File: src/rtl/mg_pkg.sv
package mg_pkg;
  localparam logic [1:0] ACC_WRITE = 2'd1;
  localparam logic [1:0] ACC_EXEC  = 2'd2;

  typedef enum logic [1:0] {
    CAUSE_READ  = 2'd0,
    CAUSE_WRITE = 2'd1,
    CAUSE_EXEC  = 2'd2,
    CAUSE_PRIV  = 2'd3
  } mg_cause_e;

  typedef struct packed {
    logic wr;
    logic ex;
    logic kr;
  } mg_attr_t;
endpackage

File: src/rtl/mg_rst_sync.sv
module mg_rst_sync #(
  parameter int STAGES = 2
) (
  input  logic clk,
  input  logic rst_n_i,
  output logic rst_n_o
);
  logic [STAGES-1:0] sync_q;
  logic [STAGES-1:0] sync_d;

  always_comb sync_d = {sync_q[STAGES-2:0], 1'b1};

  always_ff @(posedge clk or negedge rst_n_i) begin
    if (!rst_n_i) sync_q <= '0;
    else          sync_q <= sync_d;
  end

  assign rst_n_o = sync_q[STAGES-1];
endmodule

File: src/rtl/mg_region.sv
module mg_region
  import mg_pkg::*;
#(
  parameter int ADDR_W   = 32,
  parameter int SZ_W     = 6,
  parameter int IDX_W    = 3,
  parameter int IDX      = 0,
  parameter int MIN_LOG2 = 5
) (
  input  logic              clk,
  input  logic              rst_ni,
  input  logic              cfg_we,
  input  logic [IDX_W-1:0]  cfg_idx,
  input  logic [ADDR_W-1:0] cfg_base,
  input  logic [SZ_W-1:0]   cfg_size,
  input  logic              cfg_en,
  input  mg_attr_t          cfg_attr,
  input  logic [ADDR_W-1:0] acc_addr,
  output logic              hit,
  output mg_attr_t          attr
);
  logic              en_q, en_d;
  logic [ADDR_W-1:0] base_q, base_d;
  logic [SZ_W-1:0]   size_q, size_d;
  mg_attr_t          attr_q, attr_d;
  logic              wr_en;
  logic [SZ_W-1:0]   sz_eff;
  logic [ADDR_W-1:0] mask;

  assign wr_en = cfg_we && (cfg_idx == IDX_W'(IDX));

  always_comb begin
    en_d   = wr_en ? cfg_en   : en_q;
    base_d = wr_en ? cfg_base : base_q;
    size_d = wr_en ? cfg_size : size_q;
    attr_d = wr_en ? cfg_attr : attr_q;
  end

  always_ff @(posedge clk or negedge rst_ni) begin
    if (!rst_ni) begin
      en_q   <= 1'b0;
      base_q <= '0;
      size_q <= '0;
      attr_q <= '0;
    end else begin
      en_q   <= en_d;
      base_q <= base_d;
      size_q <= size_d;
      attr_q <= attr_d;
    end
  end

  always_comb begin
    if (size_q < SZ_W'(MIN_LOG2))   sz_eff = SZ_W'(MIN_LOG2);
    else if (size_q > SZ_W'(ADDR_W)) sz_eff = SZ_W'(ADDR_W);
    else                             sz_eff = size_q;
    for (int i = 0; i < ADDR_W; i++) mask[i] = (SZ_W'(i) >= sz_eff);
  end

  assign hit  = en_q && (((acc_addr ^ base_q) & mask) == '0);
  assign attr = attr_q;

  // a region not addressed by a write keeps its descriptor
  a_r11_hold: assert property (@(posedge clk) disable iff (!rst_ni)
    !wr_en |=> ($stable(attr_q) && $stable(base_q) && $stable(en_q) && $stable(size_q)));
endmodule

File: src/rtl/mg_arbiter.sv
module mg_arbiter
  import mg_pkg::*;
#(
  parameter int N     = 8,
  parameter int IDX_W = 3
) (
  input  logic       [N-1:0] hit,
  input  mg_attr_t   [N-1:0] attr,
  input  logic               acc_valid,
  input  logic [1:0]         acc_type,
  input  logic               acc_priv,
  output logic               grant,
  output logic               fault,
  output logic [1:0]         cause
);
  logic             found;
  logic [IDX_W-1:0] sel;
  mg_attr_t         win;
  logic             ok;
  mg_cause_e        why;
  mg_cause_e        type_cause;

  always_comb begin
    found = 1'b0;
    sel   = '0;
    for (int i = 0; i < N; i++) begin
      if (hit[i]) begin
        found = 1'b1;
        sel   = IDX_W'(i);
      end
    end
    win = attr[sel];
  end

  always_comb begin
    case (acc_type)
      ACC_WRITE: type_cause = CAUSE_WRITE;
      ACC_EXEC:  type_cause = CAUSE_EXEC;
      default:   type_cause = CAUSE_READ;
    endcase
    ok  = 1'b1;
    why = type_cause;
    if (!found) begin
      ok = acc_priv;
    end else if (win.kr && !acc_priv) begin
      ok  = 1'b0;
      why = CAUSE_PRIV;
    end else if (acc_type == ACC_WRITE && !win.wr) begin
      ok = 1'b0;
    end else if (acc_type == ACC_EXEC && !win.ex) begin
      ok = 1'b0;
    end
  end

  assign grant = acc_valid && ok;
  assign fault = acc_valid && !ok;
  assign cause = why;
endmodule

File: src/rtl/mg_fault_capture.sv
module mg_fault_capture #(
  parameter int ADDR_W = 32
) (
  input  logic              clk,
  input  logic              rst_ni,
  input  logic              fault,
  input  logic [ADDR_W-1:0] addr,
  input  logic [1:0]        cause,
  input  logic              clear,
  output logic              valid_q,
  output logic [ADDR_W-1:0] addr_q,
  output logic [1:0]        cause_q
);
  logic              cap_en;
  logic              valid_d;
  logic [ADDR_W-1:0] addr_d;
  logic [1:0]        cause_d;

  assign cap_en = fault && (!valid_q || clear);

  always_comb begin
    valid_d = valid_q;
    addr_d  = addr_q;
    cause_d = cause_q;
    if (cap_en) begin
      valid_d = 1'b1;
      addr_d  = addr;
      cause_d = cause;
    end else if (clear) begin
      valid_d = 1'b0;
    end
  end

  always_ff @(posedge clk or negedge rst_ni) begin
    if (!rst_ni) begin
      valid_q <= 1'b0;
      addr_q  <= '0;
      cause_q <= '0;
    end else begin
      valid_q <= valid_d;
      addr_q  <= addr_d;
      cause_q <= cause_d;
    end
  end

  // first fault is latched with its address and cause
  a_r9_capture: assert property (@(posedge clk) disable iff (!rst_ni)
    (fault && (!valid_q || clear)) |=> (valid_q && addr_q == $past(addr) && cause_q == $past(cause)));
  // captured state is held while sticky
  a_r9_hold: assert property (@(posedge clk) disable iff (!rst_ni)
    (valid_q && !clear) |=> (valid_q && $stable(addr_q) && $stable(cause_q)));
  // clear without a new fault empties the status
  a_r10_clear: assert property (@(posedge clk) disable iff (!rst_ni)
    (clear && !fault) |=> !valid_q);
endmodule

File: src/rtl/mem_guard.sv
module mem_guard
  import mg_pkg::*;
#(
  parameter int NUM_REGIONS = 8,
  parameter int ADDR_W      = 32,
  parameter int MIN_LOG2    = 5,
  localparam int IDX_W      = $clog2(NUM_REGIONS),
  localparam int SZ_W       = $clog2(ADDR_W + 1)
) (
  input  logic              clk,
  input  logic              rst_n,
  input  logic              cfg_we,
  input  logic [IDX_W-1:0]  cfg_idx,
  input  logic [ADDR_W-1:0] cfg_base,
  input  logic [SZ_W-1:0]   cfg_size_log2,
  input  logic              cfg_enable,
  input  logic              cfg_writable,
  input  logic              cfg_exec,
  input  logic              cfg_kernel,
  input  logic              acc_valid,
  input  logic [ADDR_W-1:0] acc_addr,
  input  logic [1:0]        acc_type,
  input  logic              acc_priv,
  output logic              acc_grant,
  output logic              acc_fault,
  input  logic              flt_clear,
  output logic              flt_valid,
  output logic [ADDR_W-1:0] flt_addr,
  output logic [1:0]        flt_cause
);
  logic                         rst_ni;
  logic     [NUM_REGIONS-1:0]   hit;
  mg_attr_t [NUM_REGIONS-1:0]   attr;
  mg_attr_t                     cfg_attr;
  logic     [1:0]               cause;

  assign cfg_attr = '{wr: cfg_writable, ex: cfg_exec, kr: cfg_kernel};

  mg_rst_sync #(.STAGES(2)) u_rst (
    .clk(clk), .rst_n_i(rst_n), .rst_n_o(rst_ni)
  );

  for (genvar g = 0; g < NUM_REGIONS; g++) begin : g_region
    mg_region #(
      .ADDR_W(ADDR_W), .SZ_W(SZ_W), .IDX_W(IDX_W), .IDX(g), .MIN_LOG2(MIN_LOG2)
    ) u_region (
      .clk(clk), .rst_ni(rst_ni), .cfg_we(cfg_we), .cfg_idx(cfg_idx),
      .cfg_base(cfg_base), .cfg_size(cfg_size_log2), .cfg_en(cfg_enable),
      .cfg_attr(cfg_attr), .acc_addr(acc_addr), .hit(hit[g]), .attr(attr[g])
    );
  end

  mg_arbiter #(.N(NUM_REGIONS), .IDX_W(IDX_W)) u_arb (
    .hit(hit), .attr(attr), .acc_valid(acc_valid), .acc_type(acc_type),
    .acc_priv(acc_priv), .grant(acc_grant), .fault(acc_fault), .cause(cause)
  );

  mg_fault_capture #(.ADDR_W(ADDR_W)) u_cap (
    .clk(clk), .rst_ni(rst_ni), .fault(acc_fault), .addr(acc_addr),
    .cause(cause), .clear(flt_clear), .valid_q(flt_valid),
    .addr_q(flt_addr), .cause_q(flt_cause)
  );

  // one verdict per valid request, none otherwise
  a_r8_one_verdict: assert property (@(posedge clk) disable iff (!rst_ni)
    acc_valid |-> (acc_grant != acc_fault));
  a_r8_idle_quiet: assert property (@(posedge clk) disable iff (!rst_ni)
    !acc_valid |-> (!acc_grant && !acc_fault));
  // privileged access outside every region is allowed
  a_r7_background: assert property (@(posedge clk) disable iff (!rst_ni)
    (acc_valid && acc_priv && hit == '0) |-> acc_grant);
endmodule

File: config.mk
export PLATFORM = sky130hd
export DESIGN_NAME = mem_guard
export DESIGN_NICKNAME = d
export VERILOG_FILES = /design/src/rtl/mg_pkg.sv /design/src/rtl/mg_rst_sync.sv /design/src/rtl/mg_region.sv /design/src/rtl/mg_arbiter.sv /design/src/rtl/mg_fault_capture.sv /design/src/rtl/mem_guard.sv
export SDC_FILE = /design/constraint.sdc
export NUM_CORES = 1
export LEC_CHECK = 0
export ABC_AREA = 1
export CAP_MARGIN = 0
export CORE_AREA = 2 2 183 185
export DETAILED_ROUTE_END_ITERATION = 8
export DIE_AREA = 0 0 185 187
export PLACE_DENSITY = 0.8
export SETUP_SLACK_MARGIN = 0.1
export SYNTH_ARGS = -nofsm -noshare
export SYNTH_HDL_FRONTEND = slang
export SYNTH_HIERARCHICAL = 1
export SYNTH_SLANG_ARGS = --single-unit
File: constraint.sdc
create_clock -name clk -period 16.6 [get_ports clk]
set_input_delay 3.32 -clock clk [delete_from_list [all_inputs] [get_ports clk]]
set_output_delay 3.32 -clock clk [all_outputs]
set_load 0.01 [all_outputs]
Word-level counts from Yosys, hierarchy flattened
Index checks and enable logic that the tools add are counted.

word-level totals
  flip-flop bits (word level) = 373
  input port bits = 85
  output and inout port bits = 37
  word-level logic and storage cells = 430

cells by class
  magnitude comparators = 273
  equality and inequality tests = 9
  mux-type cells = 42
  bitwise operators = 16
  reductions and logical operators = 38

operators with widths
  operator              count
  $ge A5 B6 Y1 const A  128
  $ge A4 B6 Y1 const A  64
  $and A32 B32 Y32      8
  $logic_not A32 Y1     8
  $xor A32 B32 Y32      8
  $ge A3 B6 Y1 const A  32
  $ge A1 B6 Y1 const A  16
  $ge A2 B6 Y1 const A  16
  $mux W6               16
  $gt A6 B6 Y1 const B  8
  $lt A6 B3 Y1 const B  8
  $logic_and A1 B1 Y1   22
  $mux W1               15
  $mux W3               5
  $eq A3 B3 Y1 const B  4
  $bmux W3 S3           1
  $mux W2               4
  $eq A3 B2 Y1 const B  2
  $logic_not A1 Y1      5
  $lt A3 B4 Y1 const B  1
  $pmux W2 S2           1
  $eq A3 B1 Y1 const B  1
  $logic_not A3 Y1      1
  $eq A2 B1 Y1 const B  1
  3 further kinds       3

Longest topological paths before layout
Gate-level depths: netlist of run 1.

  depth in word-level cells = 26
  depth in mapped cells = 33

Hierarchy
The synthesis of run 1 kept the hierarchy.

by module, submodules not included
  module                                instances  cells an instance  area each (µm²)
  mg_region (g_region[3].u_region ...)  3          251                2189.6
  mg_region (g_region[1].u_region ...)  3          257                2152.1
  mg_region (g_region[0].u_region)      1          244                2192.1
  mg_region (g_region[7].u_region)      1          248                2164.6
  mg_fault_capture                      1          151                1405.1
  mg_arbiter                            1          92                 459.2
  mg_rst_sync                           1          3                  53.8

Worst setup path before layout of run 1
OpenSTA, ideal clock, no wires.

  kind = input to output
  start point = input port acc_addr[15]
  end point = output port acc_fault
  arrival time = 5.420 ns
  required time = 13.280 ns
  path slack = 7.860 ns
  stages = 21
  cell sequence = or2_2 > nand3_1 > nand2_1 > nor2_1 > nand2_1 > a21oi_2 > nand3_1 > nor2_1 > nand3_1 > nor2_1 > inv_2 > nand2_4 > nand2_2 > buf_6 > nand2_1 > nand3_1 > nand3_2 > nand3_1 > nand2_1 > nor2_2 > nor3_1

on the way
  elaborated cells between the ends (all ways) = 60

RTL lines
  element                        line              source
  start: declaration             mem_guard.sv:21   input logic [ADDR_W-1:0] acc_addr,
  $xor A32 B32 Y32 *             mg_region.sv:60   assign hit = en_q && (((acc_addr ^ base_q) & mask) == '0);
  $and A32 B32 Y32 *             mg_region.sv:60
  $logic_not A32 Y1 *            mg_region.sv:60
  $logic_and A1 B1 Y1 *          mg_region.sv:60
  via hit[6]                     mem_guard.sv:32   logic [NUM_REGIONS-1:0] hit;
  $mux W3 (2 in series)          mg_arbiter.sv:27  if (hit[i]) begin
  $bmux W3 S3                    mg_arbiter.sv:32  win = attr[sel];
  $mux W3 (not written as such)  mg_arbiter.sv:32
  $logic_not A1 Y1               mg_arbiter.sv:50  end else if (acc_type == ACC_EXEC && !win.ex) begin
  $logic_and A1 B1 Y1            mg_arbiter.sv:50
  $mux W1                        mg_arbiter.sv:50
  $mux W1                        mg_arbiter.sv:48  end else if (acc_type == ACC_WRITE && !win.wr) begin
  $mux W1                        mg_arbiter.sv:45  end else if (win.kr && !acc_priv) begin
  $mux W1 *                      mg_arbiter.sv:43  if (!found) begin
  $logic_not A1 Y1 *             mg_arbiter.sv:56  assign fault = acc_valid && !ok;
  $logic_and A1 B1 Y1 *          mg_arbiter.sv:56
  end: declaration               mem_guard.sv:25   output logic acc_fault,

Mark *: on every way through the listed nets, which the timed path passes. The rest lies on a longest branch. The select of a mux whose other input is x is not followed.

Worst setup path in the final report of run 1
  start point = input port acc_addr[27]
  end point = output port acc_fault

on the way
  cells in the longest elaborated chain, start to end = 21
  elaborated cells between the ends (all ways) = 60

ends and longest elaborated chain
  element                line
  $xor A32 B32 Y32 *     mg_region.sv:60
  $and A32 B32 Y32 *     mg_region.sv:60
  $logic_not A32 Y1 *    mg_region.sv:60
  $logic_and A1 B1 Y1 *  mg_region.sv:60
  via hit[1]             mem_guard.sv:32
  $mux W1                mg_arbiter.sv:27
  $mux W2 (2 in series)  mg_arbiter.sv:27
  $mux W3 (4 in series)  mg_arbiter.sv:27
  [2 not listed]         -
  $logic_not A1 Y1       mg_arbiter.sv:50
  $logic_and A1 B1 Y1    mg_arbiter.sv:50
  $mux W1                mg_arbiter.sv:50
  $mux W1                mg_arbiter.sv:48
  $mux W1                mg_arbiter.sv:45
  $mux W1 *              mg_arbiter.sv:43
  $logic_not A1 Y1 *     mg_arbiter.sv:56
  $logic_and A1 B1 Y1 *  mg_arbiter.sv:56

Marked as above.

==> summary.txt, run 1 <==
Setup path
  • Critical path, cell by cell: clkdlybuf4s50_1 -> xnor2_1 -> a21oi_1 -> a21oi_1 -> nand4_1 -> nor2_1 -> nor2_1 -> nor2_1 -> nand2_1 -> nand2_1 -> nand2_1 -> nand2_2 -> nand2_4 -> nand3_1 -> nand3_1 -> nand3_1 -> nand3_1 -> nand2_1 -> nor2_2 -> nor3_2 -> buf_4 -> clkdlybuf4s50_1
  • Worst Path Buf+Inv: 3
  • Worst setup EP type: output port
  • Crit path DAT: 8.12 ns
  • Largest driver fanout on the critical path: 36
  • Crit-path leading delay family: buffers and inverters
  • WS Path Type: in -> out
  • Data required time at the worst endpoint: 13.28 ns
  • Max incr delay on CP: 1.06 ns
  • Worst path slowest cell: clkdlybuf4s50_1
  • Kind of start point of the critical path: input pin

Placement
  • Worst setup slack before clock tree synthesis: 5.35 ns
  • Final weighted congestion in routability-driven placement: 0.946
  • Buffers added on ports: 116
  • Number of placed instances, taps included: 2,770
  • Half-perimeter wire length after detailed placement: 39,600 µm

Yosys
  • Main area contributors after synthesis: dfrtp_1 (43%), mux2_2 (13%), nand2_1 (10%), nor2_1 (4.8%), nand3_1 (4.1%)
  • Sequential-to-total area share from yosys stat: 43.2%
  • Largest area contributor in the netlist: dfrtp_1
  • Synthesized area divided by synthesized cell count: 8.53 µm²
  • Number of enable flip-flop cells after synthesis: 0
  • Area share of the largest cell type after synthesis: 43.2%
  • Share of flip-flops with an asynchronous set or reset: 100%
  • Most used flip-flop cell after synthesis: dfrtp_1
  • Number of distinct standard cells referenced by the synthesized netlist: 47
  • Synthesized Nets: 2,347
  • Cells after Synth: 2,262
  • Combined area of all synthesized cells: 19,300 µm²
  • Flip-flop and latch count after synthesis: 333
  • Warnings from Yosys: 6

STA
  • Fmax: 87.4 MHz
  • Post-layout worst setup margin: 5.16 ns
  • Share of the cycle needed by the critical path after routing: 68.9%
  • Final min period: 11.44 ns
  • Final hold violation count: 0
  • Final worst clock skew: 0.0130 ns
  • Worst slew margin: 14.3%
  • Number of slew-limit violations in the final report: 0
  • Worst Tran Pin Value: 1.28 ns
  • Total setup violations reported at the end of the flow: 0
  • Unrepaired setup endpoints after global routing: false
  • Post-Route Setup TNS: 0 ns

Floorplan
  • Area enclosed by the die boundary: 34,600 µm²
  • Area of the core: 32,900 µm²
  • Die width: 185 µm
  • Starting density of the core: 58.7%
  • Die Y: 187 µm
  • Floorplan row count: 67
  • Top-level port count: 122

Global routing
  • Wire length of the first global-routing pass: 93,100 µm
  • Number of global-route vias before repair: 16,000
  • Leftover overflow at the end of global routing: 0
  • Pin count of the biggest net entering global routing: 83
  • Antenna violations before repair: 2
  • Total Routing Usage GR: 35.9%

Finish
  • Most common library cell in the layout ignoring fill and taps: nand2_1
  • Fin nets: 2,447
  • Area growth, synth to finish: 14.5%
  • End-of-flow core utilization: 67.2%
  • Filler cell count: 2,757
  • Most frequent cells in the layout: nand2_1 (529), dfrtp_1 (332), nor2_1 (247)
  • Fraction of layout cells with a size suffix above 1: 18.2%
  • Count of placed standard cells in the final layout, fillers left out: 2,839

Run status
  • Outcome: complete, no violations

Clock network
  • H-tree depth reported by CTS: 2
  • Clock edge transition at the registers on the reported setup and hold paths: 0.05 ns
  • Deepest clock path buffer count: 3
  • CTS tree: done
  • Worst-skew pair later-pin latency: 0.53 ns
  • Setup repair bufs after CTS: 0
  • Number of gates resized after cts: 0
  • Clock Root Buffer: clkbuf_16
  • Count of clock tree sinks: 333
  • Clock buffer count from CTS: 38
  • Hold_buf cts: 0

Route
  • Iteration-0 DRC Markers: 1,738
  • Remaining number of nets flagged by the antenna check after routing: 0
  • Vias: 16,700
  • Average wire per cell in the routed design: 21.6 µm
  • DR vias/cell: 5.87
  • Total Routed Length: 61,500 µm
  • Iteration count of the initial detailed-routing pass: 6
  • DR DRC count: 0

Flow run
  • Max-cap violations: 0

Worst hold path
  • Hold crit path type: reg -> reg

Power
  • Power density of the placed cells: 138 nW/µm²
  • Maximum vdd ir drop: 144 µV
  • Leakage Power: 0.0107 µW
power breakdown:
group / total, µW / leakage [µW] / switching [µW] / internal (µW)
Combinational: 995 / 0.00616 / 576 / 419
Sequential: 1180 / 0.00392 / 175 / 1010
Clock: 873 / 0.000648 / 345 / 528
Total: 3050 / 0.0107 / 1100 / 1950
worst register-to-register path, delay by kind of cell, from the launching register on:
kind | cells | cell delay [ns]
buf+inv | 2 | 0.48
compound gates | 1 | 0.06
flops | 1 | 0.53
simple gates | 25 | 3.27
final cells by class:
class,instances,area (µm²),share of cell area [%]
repair buffers,131,1270,5.77
inverters,200,764,3.46
flip-flops and latches,333,8340,37.7
diodes,1,2.50,0.0113
clock buffers,54,1140,5.17
clock inverters,14,176,0.799
well taps,448,561,2.54
multi-input cells,1658,9840,44.5
synth_stat cells, types with 2 or more instances:
cell type,number
nand2_1,530
dfrtp_1,333
nor2_1,248
mux2_2,217
inv_1,159
nand3_1,157
a21oi_1,123
xor2_1,83
o21ai_0,56
xnor2_1,48
nand4_1,43
inv_2,34
clkbuf_1,28
o21ai_1,27
buf_2,26
nand2_4,23
nor2_2,13
nand2_2,12
buf_6,9
o21bai_1,9
buf_4,8
nand3_2,8
nor2_4,8
nor3_1,8
nand3_4,7
a21oi_2,6
a22oi_1,3
clkinv_1,3
nand4_4,3
nor4_1,3
o21ai_2,3
or2_2,3
a32oi_1,2
inv_4,2
nor2_8,2
o21a_1,2
o221ai_1,2
o31ai_1,2
layer usage:
metal / vias to the layer above / share of wire [%] / global-route usage [%]
li1: 7591 / - / -
met1: 7987 / 39 / 47.7
met2: 861 / 44 / 54.7
met3: 234 / 8.3 / 5.45
met4: 0 / 7.9 / 23.6
met5: - / 0 / 0
state kept, by name, summed over array words and instances, names as in the netlist:
name / cells
g_region.u_region/attr: 24
g_region.u_region/base_q: 216
g_region.u_region/en_q: 8
g_region.u_region/size_q: 48
u_cap/addr_q: 32
u_cap/cause_q: 2
u_cap/valid_q: 1
u_rst/sync_q: 2
kinds of logic (layout without fill, tap and decap cells):
family	Yosys count	count (layout)	synth area share, %
flops	333	333	43.2
other cells	1	2	0.0194
simple gates	1073	1073	25.5
buf+inv	271	399	6.02
xor+xnor	131	131	5.94
compound gates	236	236	6.64
mux	217	217	12.7
worst paths after layout:
check | start | end | slack, ns | cells past startpoint
setup / recovery | acc_addr[27] | acc_fault | 5.16 | 22
hold / removal | u_rst/sync_q[0]$_DFF_PN0_ | u_rst/sync_q[1]$_DFF_PN0_ | 0.35 | 0
setup reg to reg | g_region[1].u_region/size_q[4]$_DFFE_PN0P_ | u_cap/addr_q[25]$_DFFE_PN0P_ | 12.21 | 28
hold reg to reg | u_rst/sync_q[0]$_DFF_PN0_ | u_rst/sync_q[1]$_DFF_PN0_ | 0.35 | 0
max in group asynchronous | rst_n | u_rst/sync_q[1]$_DFF_PN0_ | 13.52 | 1
min in group asynchronous | u_rst/sync_q[1]$_DFF_PN0_ | g_region[6].u_region/base_q[27]$_DFFE_PN0P_ | 0.42 | 0
per-stage QoR:
stage | total power, µW | cell area [µm²] | hold WS, ns
2_1_floorplan | 1850 | 19300 | 0.331
3_3_place_gp | 2130 | 20800 | 0.335
3_5_place_dp | 2160 | 20800 | 0.338
4_1_cts | 3050 | 22100 | 0.351
5_1_grt | 3210 | 22100 | 0.351
6_report | 3050 | 22100 | 0.347
No activity file was read; power rests on OpenSTA's default activity.
==> inputs of run 2 (changes only) <==
Settings changed: CORE_AREA 2 2 183 185 to 2 2 193 195, DIE_AREA 0 0 185 187 to 0 0 195 197, PLACE_DENSITY 0.8 to 0.76.
Clock period 16.6 ns to 9.31 ns, I/O delays scaled along.
==> summary.txt, run 2 (synthesized netlist as in run 1, its figures left out) <==
STA
  • Final hold violation count: 0 (unchanged)
  • Worst Tran Pin Value: 1.34 ns (+0.0612 ns)
  • Worst slew margin: 10.2% (-4.1 points)
  • Number of slew-limit violations in the final report: 0 (unchanged)
  • Unrepaired setup endpoints after global routing: false
  • Share of the cycle needed by the critical path after routing: 89.4%
  • Final worst clock skew: 0.0153 ns (+0.00225 ns)
  • Worst Hold Margin: 0.351 ns (+0.00364 ns)
  • Final min period: 8.32 ns
  • Post-Route Setup TNS: 0 ns (unchanged)
  • Fmax: 120 MHz
  • Total setup violations reported at the end of the flow: 0 (unchanged)

Setup path
  • Register-to-register setup slack: 4.73 ns (-7.48 ns)
  • WS Path Type: in -> out
  • Kind of start point of the critical path: input pin
  • Crit path DAT: 6.46 ns (-1.66 ns)
  • Data required time at the worst endpoint: 7.45 ns (-5.83 ns)
  • Worst setup EP type: output port
  • Largest driver fanout on the critical path: 10 (-72%)

Floorplan
  • Starting density of the core: 53.2% (-5.5 points)
  • Die width: 195 µm (+5.4%)
  • Die Y: 197 µm (+5.3%)
  • Top-level port count: 122 (unchanged)
  • Area of the core: 36,300 µm² (+10%)
  • Area enclosed by the die boundary: 38,400 µm² (+11%)
  • Floorplan row count: 70 (+4.5%)

Route
  • Total Routed Length: 63,800 µm (+3.8%)
  • Average wire per cell in the routed design: 22.3 µm (+2.9%)
  • Met2 wire length: 28,500 µm (+4.5%)
  • Vias: 16,400 (-1.6%)
  • M1 WL: 25,400 µm (+5.1%)
  • DR vias/cell: 5.73 (-2.4%)
  • DR DRC count: 0 (unchanged)
  • Remaining number of nets flagged by the antenna check after routing: 0 (unchanged)
  • Iteration-0 DRC Markers: 1,446 (-17%)
  • Iteration count of the initial detailed-routing pass: 5 (-1)
  • Max layer used: met4
  • Routed wire length on met3: 5850 µm (+14%)

Power
  • Leakage Power: 0.0108 µW (+0.33%)
  • Maximum vdd ir drop: 307 µV (+110%)
  • Power density of the placed cells: 247 nW/µm² (+79%)

Clock network
  • Worst-skew pair later-pin latency: 0.53 ns (about the same)
  • CTS tree: done
  • Hold_buf cts: 0 (unchanged)
  • Clock Root Buffer: clkbuf_16
  • Clock edge transition at the registers on the reported setup and hold paths: 0.05 ns (about the same)
  • Setup repair bufs after CTS: 0 (unchanged)
  • Clock buffer count from CTS: 39 (+2.6%)
  • Count of clock tree sinks: 333 (unchanged)
  • H-tree depth reported by CTS: 2 (unchanged)
  • Deepest clock path buffer count: 3 (unchanged)
  • Number of gates resized after cts: 0 (unchanged)

Finish
  • Most frequent cells in the layout: nand2_1 (529), dfrtp_1 (332), nor2_1 (247)
  • Largest register FFs: 216 (unchanged)
  • Most common library cell in the layout ignoring fill and taps: nand2_1
  • Fin nets: 2,454 (+0.29%)
  • Biggest registers after layout: g_region.u_region/base_q (216), g_region.u_region/size_q (48), u_cap/addr_q (32)
  • Largest Register: g_region.u_region/base_q
  • Fraction of layout cells with a size suffix above 1: 18.2% (about the same)
  • Antenna diode count: 0 (-1)
  • Area growth, synth to finish: 14.9%

Worst hold path
  • Hold crit path type: reg -> reg

Global routing
  • Number of global-route vias before repair: 16,200 (+1.1%)
  • Antenna violations before repair: 6 (+4)
  • Wire length of the first global-routing pass: 95,800 µm (+2.9%)
  • Total Routing Usage GR: 33.4% (-2.4 points)
  • Pin count of the biggest net entering global routing: 79 (-4.8%)
  • Leftover overflow at the end of global routing: 0 (unchanged)

Flow run
  • Max-cap violations: 0 (unchanged)

Run status
  • Outcome: complete, no violations

Placement
  • Buffers added on ports: 116 (unchanged)
  • Final weighted congestion in routability-driven placement: 1.01 (+6.6%)
  • Half-perimeter wire length after detailed placement: 41,000 µm (+3.7%)
[run 2: where the power goes]
part / leakage (µW) / internal, µW / switching, µW
Sequential: 0.00392 / 1800 / 311
Clock: 0.000655 / 990 / 597
Combinational: 0.00619 / 749 / 1040
Total: 0.0108 / 3540 / 1950
[run 2: routing by layer]
metal,global-route usage (%),vias to the layer above
met5,0,-
met4,18.6,0
met3,6.13,186
met2,52.5,722
met1,44.0,7920
li1,-,7580
[run 2: cell type report]
class / instances / area [µm²]
timing repair buffer: 137 / 1320
tap: 468 / 586
clock buffer: 59 / 1190
clock inverter: 8 / 143
sequential: 333 / 8340
inverter: 200 / 764
multi-input combinational: 1658 / 9840
fill: 3223 / 14100
[run 2: final timing paths]
kind	start	to	cells after the start
setup reg to reg	g_region[2].u_region/size_q[4]$_DFFE_PN0P_	u_cap/addr_q[12]$_DFFE_PN0P_	29
hold / removal	u_rst/sync_q[0]$_DFF_PN0_	u_rst/sync_q[1]$_DFF_PN0_	0
hold reg to reg	u_rst/sync_q[0]$_DFF_PN0_	u_rst/sync_q[1]$_DFF_PN0_	0
max in group asynchronous	u_rst/sync_q[1]$_DFF_PN0_	u_cap/addr_q[13]$_DFFE_PN0P_	2
min in group asynchronous	u_rst/sync_q[1]$_DFF_PN0_	g_region[6].u_region/size_q[3]$_DFFE_PN0P_	0
setup / recovery	acc_addr[15]	acc_grant	24
[run 2: per-stage QoR]
step,total power [µW],setup WS (ns),utilization (%),instance area (µm²),cells
3_5_place_dp,3880,1.14,57.5,20800,2796
5_1_grt,5780,0.831,61.2,22200,2863
6_report,5490,0.988,61.2,22200,2863
2_1_floorplan,3300,3.49,-,19300,2262
3_3_place_gp,3820,1.22,57.5,20800,2796
4_1_cts,5480,1.13,61.2,22200,2863
[run 2: critical path: stages]
cell             delay [ns]
clkdlybuf4s50_1        0.93
or2_2                  0.54
nand3_1                0.07
nand2_1                0.05
nor2_1                 0.15
nand2_1                0.10
a21oi_2                0.14
nand3_1                0.08
nor2_1                 0.11
nand3_1                0.08
nor2_1                 0.35
inv_2                  0.08
nand2_1                0.19
nor2_1                 0.10
nor3_4                 0.29
inv_2                  0.13
nand3_1                0.13
nand3_2                0.11
nand3_1                0.09
nand2_1                0.06
nor2_2                 0.15
nor2_1                 0.06
nor2_2                 0.07
clkdlybuf4s50_1        0.53
